==> src/rtl/can_txmb_pkg.sv <==
package can_txmb_pkg;
    typedef enum logic [1:0] {
        ST_IDLE = 2'd0,
        ST_ARB  = 2'd1,
        ST_BUS  = 2'd2
    } sched_st_e;

    localparam logic [1:0] RES_OK   = 2'd0;
    localparam logic [1:0] RES_LOST = 2'd1;
    localparam logic [1:0] RES_ERR  = 2'd2;
endpackage

==> src/rtl/can_txmb_pick.sv <==
module can_txmb_pick #(
    parameter int NUM_MB = 15,
    parameter int ID_W   = 11,
    parameter int IDX_W  = 4
) (
    input  logic [NUM_MB-1:0]      cand,
    input  logic [NUM_MB*ID_W-1:0] ids,
    output logic                   found,
    output logic [IDX_W-1:0]       win
);
    logic [ID_W-1:0] best;

    // strict compare keeps the lower index on equal identifiers
    always_comb begin
        found = 1'b0;
        win   = '0;
        best  = '1;
        for (int i = 0; i < NUM_MB; i++) begin
            if (cand[i] && (!found || ids[i*ID_W +: ID_W] < best)) begin
                found = 1'b1;
                best  = ids[i*ID_W +: ID_W];
                win   = IDX_W'(i);
            end
        end
    end

    always_comb begin
        if (found) assert (cand[win]) else $error("p_pick_valid_r2");
    end
endmodule

==> src/rtl/can_txmb_irq.sv <==
module can_txmb_irq #(
    parameter int NUM_MB = 15
) (
    input  logic [NUM_MB-1:0] ack,
    input  logic [NUM_MB-1:0] abort,
    input  logic [NUM_MB-1:0] mask,
    input  logic              en,
    output logic              irq
);
    always_comb irq = en & (|((ack | abort) & mask));
endmodule

==> src/rtl/can_txmb_sched.sv <==
module can_txmb_sched
    import can_txmb_pkg::*;
#(
    parameter int NUM_MB = 15,
    parameter int ID_W   = 11,
    localparam int IDX_W = $clog2(NUM_MB + 1)
) (
    input  logic                   clk,
    input  logic                   rst_n,
    input  logic [NUM_MB-1:0]      tx_req,
    input  logic [NUM_MB-1:0]      cancel_req,
    input  logic [NUM_MB-1:0]      ack_clr,
    input  logic [NUM_MB-1:0]      abort_clr,
    input  logic [NUM_MB*ID_W-1:0] mb_id,
    input  logic [NUM_MB-1:0]      irq_mask,
    input  logic                   empty_irq_en,
    output logic                   bus_req,
    output logic [IDX_W-1:0]       bus_idx,
    output logic [ID_W-1:0]        bus_id,
    input  logic                   bus_done,
    input  logic [1:0]             bus_result,
    output logic [NUM_MB-1:0]      pending,
    output logic [NUM_MB-1:0]      tx_ack,
    output logic [NUM_MB-1:0]      abort_ack,
    output logic                   irq
);
    localparam logic [NUM_MB-1:0] ONE_MB  = {{(NUM_MB-1){1'b0}}, 1'b1};
    localparam logic [IDX_W-1:0]  ONE_IDX = {{(IDX_W-1){1'b0}}, 1'b1};

    typedef struct packed {
        sched_st_e         st;
        logic [IDX_W-1:0]  sel;
        logic [NUM_MB-1:0] pend;
        logic [NUM_MB-1:0] ack;
        logic [NUM_MB-1:0] abort;
        logic [NUM_MB-1:0] canc;
    } regs_t;

    regs_t r_q, r_d;

    logic              pick_found;
    logic [IDX_W-1:0]  pick_win;
    logic [NUM_MB-1:0] sel_mask, prot, canc_all, cancel_eff, succ;

    can_txmb_pick #(.NUM_MB(NUM_MB), .ID_W(ID_W), .IDX_W(IDX_W)) u_pick (
        .cand  (r_q.pend),
        .ids   (mb_id),
        .found (pick_found),
        .win   (pick_win)
    );

    can_txmb_irq #(.NUM_MB(NUM_MB)) u_irq (
        .ack   (r_q.ack),
        .abort (r_q.abort),
        .mask  (irq_mask),
        .en    (empty_irq_en),
        .irq   (irq)
    );

    always_comb begin
        r_d      = r_q;
        sel_mask = ONE_MB << r_q.sel;
        // during the contest every waiting mailbox is protected
        case (r_q.st)
            ST_ARB:  prot = r_q.pend;
            ST_BUS:  prot = sel_mask;
            default: prot = '0;
        endcase
        canc_all   = r_q.canc | cancel_req;
        cancel_eff = canc_all & r_q.pend & ~prot;
        succ       = (r_q.st == ST_BUS && bus_done && bus_result == RES_OK) ? sel_mask : '0;

        r_d.pend  = (r_q.pend | tx_req) & ~cancel_eff & ~succ;
        r_d.canc  = canc_all & ~cancel_eff & ~succ & (r_q.pend | tx_req);
        r_d.ack   = (r_q.ack & ~ack_clr) | succ;
        r_d.abort = (r_q.abort & ~abort_clr) | cancel_eff;

        case (r_q.st)
            ST_IDLE: if (|r_q.pend) r_d.st = ST_ARB;
            ST_ARB: begin
                if (pick_found) begin
                    r_d.sel = pick_win;
                    r_d.st  = ST_BUS;
                end else begin
                    r_d.st  = ST_IDLE;
                end
            end
            ST_BUS:  if (bus_done) r_d.st = ST_IDLE;
            default: r_d.st = ST_IDLE;
        endcase
    end

    always_ff @(posedge clk or negedge rst_n) begin
        if (!rst_n) begin
            r_q <= '{st: ST_IDLE, sel: '0, pend: '0, ack: '0, abort: '0, canc: '0};
        end else begin
            r_q <= r_d;
        end
    end

    assign bus_req   = (r_q.st == ST_BUS);
    assign bus_idx   = r_q.sel + ONE_IDX;
    assign bus_id    = mb_id[int'(r_q.sel)*ID_W +: ID_W];
    assign pending   = r_q.pend;
    assign tx_ack    = r_q.ack;
    assign abort_ack = r_q.abort;

    p_bus_hold_r12: assert property (@(posedge clk) disable iff (!rst_n)
        bus_req && !bus_done |=> bus_req && $stable(bus_idx));

    p_success_ack_r4: assert property (@(posedge clk) disable iff (!rst_n)
        bus_req && bus_done && bus_result == RES_OK |=> tx_ack[$past(r_q.sel)]);

    p_retry_keep_r5: assert property (@(posedge clk) disable iff (!rst_n)
        bus_req && bus_done && bus_result != RES_OK |=> pending[$past(r_q.sel)]);

    p_no_cancel_in_flight_r8: assert property (@(posedge clk) disable iff (!rst_n)
        bus_req && !bus_done |=> pending[$past(r_q.sel)]);

    p_abort_from_pend_r7: assert property (@(posedge clk) disable iff (!rst_n)
        1'b1 |=> ((abort_ack & ~$past(abort_ack) & ~$past(pending)) == '0));

    p_ack_from_bus_r4: assert property (@(posedge clk) disable iff (!rst_n)
        ((tx_ack & ~$past(tx_ack)) != '0) |-> $past(bus_req) && $past(bus_done));
endmodule

==> config.mk <==
export PLATFORM = sky130hd
export DESIGN_NAME = can_txmb_sched
export DESIGN_NICKNAME = d
export VERILOG_FILES = /design/src/rtl/can_txmb_pkg.sv /design/src/rtl/can_txmb_pick.sv /design/src/rtl/can_txmb_irq.sv /design/src/rtl/can_txmb_sched.sv
export SDC_FILE = /design/constraint.sdc
export NUM_CORES = 1
export LEC_CHECK = 0
export BUFFER_PORTS_ARGS = -buffer_cell sky130_fd_sc_hd__buf_2
export CAP_MARGIN = 20
export CORE_ASPECT_RATIO = 1.25
export CORE_MARGIN = 10
export CORE_UTILIZATION = 30
export DETAILED_ROUTE_END_ITERATION = 10
export PLACE_DENSITY = 0.52
export SKIP_CTS_REPAIR_TIMING = 1
export SLEW_MARGIN = 15
export SYNTH_ARGS = -nofsm -noshare
export SYNTH_HDL_FRONTEND = slang
export SYNTH_HIERARCHICAL = 1
export SYNTH_SLANG_ARGS = --single-unit
==> constraint.sdc <==
create_clock -name clk -period 80.9 [get_ports clk]
set_input_delay 24.27 -clock clk [delete_from_list [all_inputs] [get_ports clk]]
set_output_delay 24.27 -clock clk [all_outputs]
set_load 0.02 [all_outputs]
==> results.md, run 1 <==
- Nets: 2104
- Max cap viols: 0
- Total gr overflow: 0
- Clk_skew: 0.00785 ns
- Unrepaired setup endpoints after global routing: no
- Crit start category: primary input
- Min-Delay Path Class: reg -> reg
- Number of synthesized flops with an enable pin: 0
- Reg clk slew, reported paths: 0.06 ns
- DP HPWL: 45900 microns
- Core ar.: 39900 sq um
- Root buffer cell: clkbuf_16
- Top_reg_cell synth: dfrtp_1
- CP dominant cell by count: a21oi_1
- Most common cell after layout, fill and taps aside: buf_2
- Critical path type: in -> reg
- Residual antenna-violating net count after detailed routing: 0
- Fin crit period: 60.29 ns
- Largest net degree at the start of global routing: 67
- Critical Path Sink Type: flop
- TritonCTS clock tree: yes
- Setup TNS: 0 ns
- Final setup violating endpoints: 0
- Syn_nets: 1886
- Critical Path Max Stage Delay: 0.85 ns
- R2R Setup Slk: 43.96 ns
- Met1 Track Usage GR: 0.248
- Tcrit/Tclk final: 0.745
- I/O Pins: 308
- Initial DRC count: 780
- RD Place Congestion: 0.951
- Fill cells: 4272
- Post-synthesis cell area: 12100 sq um
- Global-route wire length before repair: 81200 microns
- Initial Utilization: 0.303
- Met3 Usage GRT: 0.0273
- Number of synthesized register bits: 66
- Synthesized instance count: 1503
- Async set-reset flop share out of synthesis: 1.00
- CTS Sinks: 66
- Cell variety after synth: 93
- Register area share after synthesis: 0.137
- Die area: 48700 sq um
- CP endpoint: r_q[60]$_DFFE_PN0P_
- Most frequent cells in the layout: 307 x buf_2, 147 x inv_1, 137 x ha_1
- Area of the multi-input gates: 9200 sq um
- WP depth: 159
- All-Layer GR Usage: 0.215
- Pre-CTS WS: 21.09 ns
- GRT Max-Usage Layer: met2
- R2R cell count: 159
- PortBufs: 307
- Routed wire length: 54500 microns
- Crit path from: mb_id[9]
- Critical path arrival: 60.50 ns
- H-tree depth: 3
- DR pass1 iterations: 6
- Final Hold Fails: 0
- Critical Path Fanout Max: 25
- F_max: 16.6 MHz
- Register area: 1650 sq um
- Area Overhead vs Synth: 15.7%
- Syn_area_per_cell: 8.04 sq um
- Die X: 199 microns
- Warnings from Yosys: 6
- Die Span Y: 244 microns
- Vias in the first global route: 13300
- Vias: 12700
- Status: completed
- Diode count: 0
- Initial antenna violation count: 1
- Reg-to-reg critical path endpoint: r_q[60]$_DFFE_PN0P_
- Drt drc: 0
- Worst-Margin Slew: 1.07 ns
- Share of layout cells above drive strength 1: 0.280
- Setup ws final: 20.61 ns
- Hold Path Depth: 1
- DR WL/cell: 24.4 microns
- Reg2Reg Launch Point: pending[0]$_DFF_PN0_
- Clk Latency, worst-skew pair: 0.34 ns
- Min Hold Slack: 0.496 ns
- Met2 Usage GRT: 0.388
- CP top delay family: compound AO/OA/AOI/OAI gates
- Max clock buf depth: 2
- Worst path slowest cell: nor2_1
- Buf/Inv on CP: 13
- CTS Buf Count: 9
- WP data required: 81.12 ns
- Fin. max-slew vios: 0
- Max_slew headroom: 0.283
- Post-DR vias/cell: 5.71
- Cell row count: 82
Yosys cell counts (8+ instances only):
master | count | share of area
o21a_1 | 36 | 0.022
clkbuf_1 | 31 | 0.0096
o22ai_1 | 39 | 0.020
dfrtp_1 | 66 | 0.14
a21oi_1 | 87 | 0.036
o32ai_1 | 13 | 0.0094
o21ai_1 | 18 | 0.0075
mux4_2 | 11 | 0.021
a31oi_1 | 18 | 0.0093
o2111ai_1 | 8 | 0.0058
mux2i_1 | 57 | 0.047
buf_2 | 19 | 0.0079
a221oi_1 | 15 | 0.011
o21ai_0 | 79 | 0.033
nor2_1 | 78 | 0.024
nand3_1 | 24 | 0.0099
mux2_1 | 9 | 0.0084
nor2b_1 | 31 | 0.016
inv_1 | 147 | 0.046
ha_1 | 137 | 0.14
nand4_1 | 16 | 0.0083
mux2_2 | 82 | 0.076
a21o_1 | 34 | 0.021
nor3_1 | 22 | 0.0091
a211oi_1 | 16 | 0.0099
o211ai_1 | 20 | 0.012
o221ai_1 | 13 | 0.0094
and3_1 | 9 | 0.0047
nand2b_1 | 29 | 0.015
or2_2 | 14 | 0.0072
nand2_1 | 83 | 0.026
buf_4 | 50 | 0.031
a31o_2 | 15 | 0.011
nor4_1 | 13 | 0.0067
worst min-delay path by stage:
stage,from,end,slack [ns]
after floorplan,abort_ack[11]$_DFF_PN0_,abort_ack[11]$_DFF_PN0_,0.47
after global placement,tx_ack[12]$_DFF_PN0_,tx_ack[12]$_DFF_PN0_,0.47
after detailed placement,abort_ack[12]$_DFF_PN0_,abort_ack[12]$_DFF_PN0_,0.49
after CTS,abort_ack[12]$_DFF_PN0_,abort_ack[12]$_DFF_PN0_,0.50
after global routing,abort_ack[13]$_DFF_PN0_,abort_ack[13]$_DFF_PN0_,0.53
final,abort_ack[12]$_DFF_PN0_,abort_ack[12]$_DFF_PN0_,0.50
cells by family (layout without fill, tap and decap cells):
| group | count (synthesis) | in the layout | share of synthesized area |
|---|---|---|---|
| AOI/OAI and AO/OA | 501 | 501 | 0.295 |
| xor gates and xnor gates | 7 | 7 | 0.00507 |
| adders and majority gates | 137 | 137 | 0.142 |
| buffers and inverters | 258 | 481 | 0.102 |
| DFF | 66 | 66 | 0.137 |
| muxes | 160 | 160 | 0.154 |
| and+or+nand+nor | 374 | 374 | 0.166 |
registers in the layout, indices dropped and copies added (netlist names):
signal,cells
abort_ack,15
tx_ack,15
pending,15
r_q,21
metrics by stage:
step | utilization | area [sq um] | instances
floorplan | - | 12100 | 1503
global placement | 0.342 | 13700 | 2214
detailed placement | 0.342 | 13700 | 2214
CTS | 0.350 | 14000 | 2230
global route | 0.350 | 14000 | 2230
finish | 0.350 | 14000 | 2230
final cells by class:
cell class | count | area share
inverter | 147 | 0.0395
sequential | 66 | 0.118
tap | 504 | 0.0451
clock inverter | 6 | 0.00635
multi-input combinational | 1179 | 0.658
timing repair buffer | 318 | 0.116
clock buffer | 10 | 0.0171
metal layers:
metal / part of all wire / up-vias
met5: 0 / -
met2: 0.51 / 437
met4: 0.039 / 0
li1: - / 6083
met1: 0.40 / 6117
met3: 0.053 / 105
worst reg2reg max path: cells and delay by family (launching register included):
kind	cells	cell delay, ns
flops	1	0.38
simple gates	48	10.20
buf+inv	13	1.39
mux	11	4.18
compound gates	73	16.93
fa+ha+maj	14	3.74
Power of run 1 is left out: the tool's default activity adds up to more than one toggle a clock period on the data nets, which glitch-free logic cannot reach.
==> inputs of run 2 (changes only) <==
--- a/config.mk
+++ b/config.mk
@@ -11,7 +11,7 @@
 export CORE_MARGIN = 10
 export CORE_UTILIZATION = 30
 export DETAILED_ROUTE_END_ITERATION = 10
-export PLACE_DENSITY = 0.52
+export PLACE_DENSITY = 0.54
 export SKIP_CTS_REPAIR_TIMING = 1
 export SLEW_MARGIN = 15
 export SYNTH_ARGS = -nofsm -noshare
==> constraint.sdc (replaced) <==
create_clock -name clk -period 53.2 [get_ports clk]
set_input_delay 15.96 -clock clk [delete_from_list [all_inputs] [get_ports clk]]
set_output_delay 15.96 -clock clk [all_outputs]
set_load 0.02 [all_outputs]
==> run 2 against run 1 <==
Clock-buffer cell count rose by 1. Design area rose by 0.12%. Die area is the same. Setup slack worse by 18 ns. Critical path type unchanged. Largest cell class unchanged.
==> results.md, run 2 (synthesis gave the netlist of run 1 again) <==
- Status: completed (unchanged)
- Drt drc: 0 (unchanged)
- Cell row count: 82 (unchanged)
- Die X: 199 microns (unchanged)
- Fill cells: 4249 (was 4272)
- Share of layout cells above drive strength 1: 0.282 (was 0.280)
- Critical path arrival: 50.56 ns (was 60.50 ns)
- Unrepaired setup endpoints after global routing: no (unchanged)
- All-Layer GR Usage: 0.213 (was 0.215)
- Root buffer cell: clkbuf_16 (unchanged)
- Global-route wire length before repair: 80200 microns (was 81200 microns)
- Worst path slowest cell: or4b_1 (was nor2_1)
- Largest net degree at the start of global routing: 67 (unchanged)
- Largest Register: r_q (unchanged)
- Max reg flops: 21 (unchanged)
- Fin. max-slew vios: 0 (unchanged)
- WP data required: 53.42 ns (was 81.12 ns)
- Initial antenna violation count: 3 (was 1)
- Most common cell after layout, fill and taps aside: buf_2 (unchanged)
- Residual antenna-violating net count after detailed routing: 0 (unchanged)
- Die area: 48700 sq um (unchanged)
- Worst-Margin Slew: 1.02 ns (was 1.07 ns)
- Final Hold Fails: 0 (unchanged)
- I/O Pins: 308 (unchanged)
- Setup TNS: 0 ns (unchanged)
- Critical Path Sink Type: flop (unchanged)
- Area Overhead vs Synth: 15.8% (was 15.7%)
- Tcrit/Tclk final: 0.946
- Critical Path Max Stage Delay: 0.91 ns (was 0.85 ns)
- RD Place Congestion: 0.964 (was 0.951)
- Initial DRC count: 869 (was 780)
- DR WL/cell: 24.3 microns (was 24.4 microns)
- Crit start category: primary input (unchanged)
- Initial Utilization: 0.303 (unchanged)
- Reg clk slew, reported paths: 0.06 ns (about the same)
- Min-Delay Path Class: reg -> reg (unchanged)
- Vias: 12800 (was 12700)
- F_max: 19.9 MHz
- Routed wire length: 54300 microns (was 54500 microns)
- Final setup violating endpoints: 0 (unchanged)
- CP dominant cell by count: a21oi_1 (unchanged)
- Clk_skew: 0.00494 ns (was 0.00785 ns)
- H-tree depth: 3 (unchanged)
- CTS Sinks: 66 (unchanged)
- Core ar.: 39900 sq um (unchanged)
- DP HPWL: 45800 microns (was 45900 microns)
- Vias in the first global route: 13100 (was 13300)
- Die Span Y: 244 microns (unchanged)
- Clk Latency, worst-skew pair: 0.34 ns (about the same)
- Max cap viols: 0 (unchanged)
- PortBufs: 307 (unchanged)
- Critical path type: in -> reg (unchanged)
- Post-DR vias/cell: 5.73 (was 5.71)
- Fin crit period: 50.34 ns
- Total gr overflow: 0 (unchanged)
- DR pass1 iterations: 6 (unchanged)
- CTS Buf Count: 9 (unchanged)
- Area of the multi-input gates: 9230 sq um (was 9200 sq um)
- Register area: 1650 sq um (unchanged)
- Nets: 2105 (was 2104)
- Max clock buf depth: 2 (unchanged)
- Most frequent cells in the layout: 307 x buf_2, 147 x inv_1, 137 x ha_1 (unchanged)
- Critical Path Fanout Max: 25 (unchanged)
- TritonCTS clock tree: yes (unchanged)
- Max_slew headroom: 0.320 (was 0.283)
run 2: worst max-delay path: cells and delay by family:
kind	cells	cell delay [ns]
compound gates	71	16.42
fa+ha+maj	14	3.75
buf+inv	13	1.29
mux	12	4.23
simple gates	44	8.89
run 2: layout make-up:
type                       count  share of cell area
antenna                        1            0.000179
clock buffer                  11              0.0166
clock inverter                 5             0.00393
inverter                     147              0.0394
multi-input combinational   1180               0.660
sequential                    66               0.118
tap                          504              0.0451
timing repair buffer         318               0.117
run 2: through the flow:
| step | setup slack [ns] | hold WS, ns | instance area, sq um | utilization | instances |
|---|---|---|---|---|---|
| after global placement | 2.91 | 0.478 | 13600 | 0.342 | 2213 |
| after CTS | 2.40 | 0.513 | 13900 | 0.349 | 2229 |
| after detailed placement | 2.17 | 0.500 | 13600 | 0.342 | 2213 |
| after global routing | 0.236 | 0.521 | 14000 | 0.351 | 2231 |
| after floorplan | 6.04 | 0.468 | 12100 | - | 1503 |
| final | 2.86 | 0.508 | 14000 | 0.351 | 2232 |
run 2: worst paths after layout:
path	start	slack, ns	depth (start not counted)	end
worst max register to register	pending[0]$_DFF_PN0_	17.67	153	r_q[60]$_DFFE_PN0P_
max in group asynchronous	rst_n	36.74	2	r_q[60]$_DFFE_PN0P_
worst max-delay path	mb_id[9]	2.86	154	r_q[60]$_DFFE_PN0P_
worst min-delay path	abort_ack[12]$_DFF_PN0_	0.51	1	abort_ack[12]$_DFF_PN0_
min in group asynchronous	rst_n	15.83	2	tx_ack[1]$_DFF_PN0_
worst min register to register	abort_ack[12]$_DFF_PN0_	0.51	1	abort_ack[12]$_DFF_PN0_
run 2: per-layer routing:
layer	vias up	wire length [microns]	share of wire	track usage
met3	100	2980	0.055	0.0297
met1	6117	21600	0.40	0.244
li1	6089	-	-	-
met2	477	27200	0.50	0.381
met5	-	22	0.00041	0
met4	4	2450	0.045	0.0948
Power of run 2 is left out for the same reason.
==> inputs of run 3 (changes only) <==
--- a/config.mk
+++ b/config.mk
@@ -5,13 +5,13 @@
 export SDC_FILE = /design/constraint.sdc
 export NUM_CORES = 1
 export LEC_CHECK = 0
-export BUFFER_PORTS_ARGS = -buffer_cell sky130_fd_sc_hd__buf_2
+export BUFFER_PORTS_ARGS = -buffer_cell sky130_fd_sc_hd__buf_4
 export CAP_MARGIN = 20
 export CORE_ASPECT_RATIO = 1.25
 export CORE_MARGIN = 10
 export CORE_UTILIZATION = 30
 export DETAILED_ROUTE_END_ITERATION = 10
-export PLACE_DENSITY = 0.54
+export PLACE_DENSITY = 0.52
 export SKIP_CTS_REPAIR_TIMING = 1
 export SLEW_MARGIN = 15
 export SYNTH_ARGS = -nofsm -noshare
==> constraint.sdc (replaced) <==
create_clock -name clk -period 59.6 [get_ports clk]
set_input_delay 17.88 -clock clk [delete_from_list [all_inputs] [get_ports clk]]
set_output_delay 17.88 -clock clk [all_outputs]
set_load 0.02 [all_outputs]
==> run 3 against run 2 <==
Setup slack better by 3.3 ns. First-iteration DRC count increased by 3.3%. Clock-buffer cell count stayed put. Register-to-register slack gained 5.5 ns. Hold slack got worse by 0.0014 ns. Global-route usage grew 0.22 points. Critical path depth up 2. Utilization rose by 1.9 points. Non-clock buffer count unchanged. Critical path type unchanged.
==> results.md, run 3 (synthesis gave the netlist of run 1 again) <==
- Status: completed (unchanged)
- All-Layer GR Usage: 0.215 (was 0.213)
- I/O Pins: 308 (unchanged)
- Unrepaired setup endpoints after global routing: no (unchanged)
- Worst path slowest cell: or4b_1 (unchanged)
- Core ar.: 39900 sq um (unchanged)
- Diode count: 0 (was 1)
- Max reg flops: 21 (unchanged)
- Global-route wire length before repair: 80400 microns (was 80200 microns)
- H-tree depth: 3 (unchanged)
- Setup TNS: 0 ns (unchanged)
- Tcrit/Tclk final: 0.896
- Post-DR vias/cell: 5.70 (was 5.73)
- Max clock buf depth: 2 (unchanged)
- Min-Delay Path Class: reg -> reg (unchanged)
- Nets: 2104 (was 2105)
- DR WL/cell: 24.8 microns (was 24.3 microns)
- Largest Register: r_q (unchanged)
- CTS Sinks: 66 (unchanged)
- Cell row count: 82 (unchanged)
- Critical Path Max Stage Delay: 0.93 ns (was 0.91 ns)
- Reg clk slew, reported paths: 0.06 ns (about the same)
- Die X: 199 microns (unchanged)
- Vias: 12700 (was 12800)
- WP data required: 59.81 ns (was 53.42 ns)
- PortBufs: 307 (unchanged)
- Initial DRC count: 898 (was 869)
- Critical Path Sink Type: flop (unchanged)
- Max_slew headroom: 0.294 (was 0.320)
- Critical Path Fanout Max: 25 (unchanged)
- Fin crit period: 53.43 ns
- Final Hold Fails: 0 (unchanged)
- Most frequent cells in the layout: 317 x buf_4, 147 x inv_1, 137 x ha_1 (was 307 x buf_2, 147 x inv_1, 137 x ha_1)
- Setup ws final: 6.17 ns (was 2.86 ns)
- Crit start category: primary input (unchanged)
- Die area: 48700 sq um (unchanged)
- Initial antenna violation count: 0 (was 3)
- CP dominant cell by count: a21oi_1 (unchanged)
- Clk_skew: 0.00710 ns (was 0.00494 ns)
- TritonCTS clock tree: yes (unchanged)
- Root buffer cell: clkbuf_16 (unchanged)
- Initial Utilization: 0.303 (unchanged)
- Clk Latency, worst-skew pair: 0.34 ns (about the same)
- Most common cell after layout, fill and taps aside: buf_4 (was buf_2)
- Total gr overflow: 0 (unchanged)
- Residual antenna-violating net count after detailed routing: 0 (unchanged)
- DR pass1 iterations: 5 (was 6)
- Critical path type: in -> reg (unchanged)
- Die Span Y: 244 microns (unchanged)
- Share of layout cells above drive strength 1: 0.280 (was 0.282)
- Vias in the first global route: 12900 (was 13100)
- DP HPWL: 46700 microns (was 45800 microns)
- CTS Buf Count: 9 (unchanged)
- Drt drc: 0 (unchanged)
- Worst-Margin Slew: 1.06 ns (was 1.02 ns)
- Fin. max-slew vios: 0 (unchanged)
- Final setup violating endpoints: 0 (unchanged)
- Largest net degree at the start of global routing: 67 (unchanged)
- Pre-CTS WS: 6.25 ns (was 2.17 ns)
- RD Place Congestion: 0.987 (was 0.964)
- Max cap viols: 0 (unchanged)
- Critical path arrival: 53.64 ns (was 50.56 ns)
- Area Overhead vs Synth: 22.0% (was 15.8%)
- Routed wire length: 55200 microns (was 54300 microns)
- F_max: 18.7 MHz
## run 3: changes by cell type in the layout (fill, tap and decap cells not counted), sizes merged
cell      delta
clkinv       -2
a311oi       -1
clkinvlp     +1
diode        -1
inv          +1
## run 3: critical path: cells and delay by family
| family | cells | cell delay, ns |
|---|---|---|
| buffers and inverters | 14 | 1.48 |
| muxes | 11 | 4.14 |
| and+or+nand+nor | 46 | 9.53 |
| AOI/OAI and AO/OA | 71 | 16.78 |
| adders and majority gates | 14 | 3.69 |
## run 3: final timing paths
path	startpoint	endpoint	slack (ns)	depth (start not counted)
worst max-delay path	mb_id[8]	r_q[60]$_DFFE_PN0P_	6.17	156
worst min-delay path	tx_ack[12]$_DFF_PN0_	tx_ack[12]$_DFF_PN0_	0.51	1
worst max register to register	pending[0]$_DFF_PN0_	r_q[60]$_DFFE_PN0P_	23.16	156
worst min register to register	tx_ack[12]$_DFF_PN0_	tx_ack[12]$_DFF_PN0_	0.51	1
max in group asynchronous	rst_n	r_q[60]$_DFFE_PN0P_	41.28	1
min in group asynchronous	rst_n	tx_ack[0]$_DFF_PN0_	17.68	1
## run 3: metal layers
| layer | vias up | track usage | wire, microns |
|---|---|---|---|
| met3 | 100 | 0.0313 | 3110 |
| met1 | 6065 | 0.245 | 21800 |
| met2 | 460 | 0.390 | 28000 |
| li1 | 6078 | - | - |
| met4 | 0 | 0.0861 | 2320 |
| met5 | - | 0 | 0 |
## run 3: area by class of cell
cell class | instances | area, sq um
tap | 504 | 631
fill | 4157 | 25200
timing repair buffer | 318 | 2390
inverter | 147 | 552
sequential | 66 | 1650
clock buffer | 11 | 253
multi-input combinational | 1179 | 9200
clock inverter | 5 | 61.3
## run 3: through the flow
stage                     instances  utilization  hold slack [ns]  cell area, sq um
after global routing           2230        0.369            0.535             14700
after floorplan                1503            -            0.468             12100
final                          2230        0.369            0.507             14700
after detailed placement       2213        0.361            0.495             14400
after CTS                      2229        0.369            0.508             14700
after global placement         2213        0.361            0.484             14400
Power of run 3 is left out for the same reason.
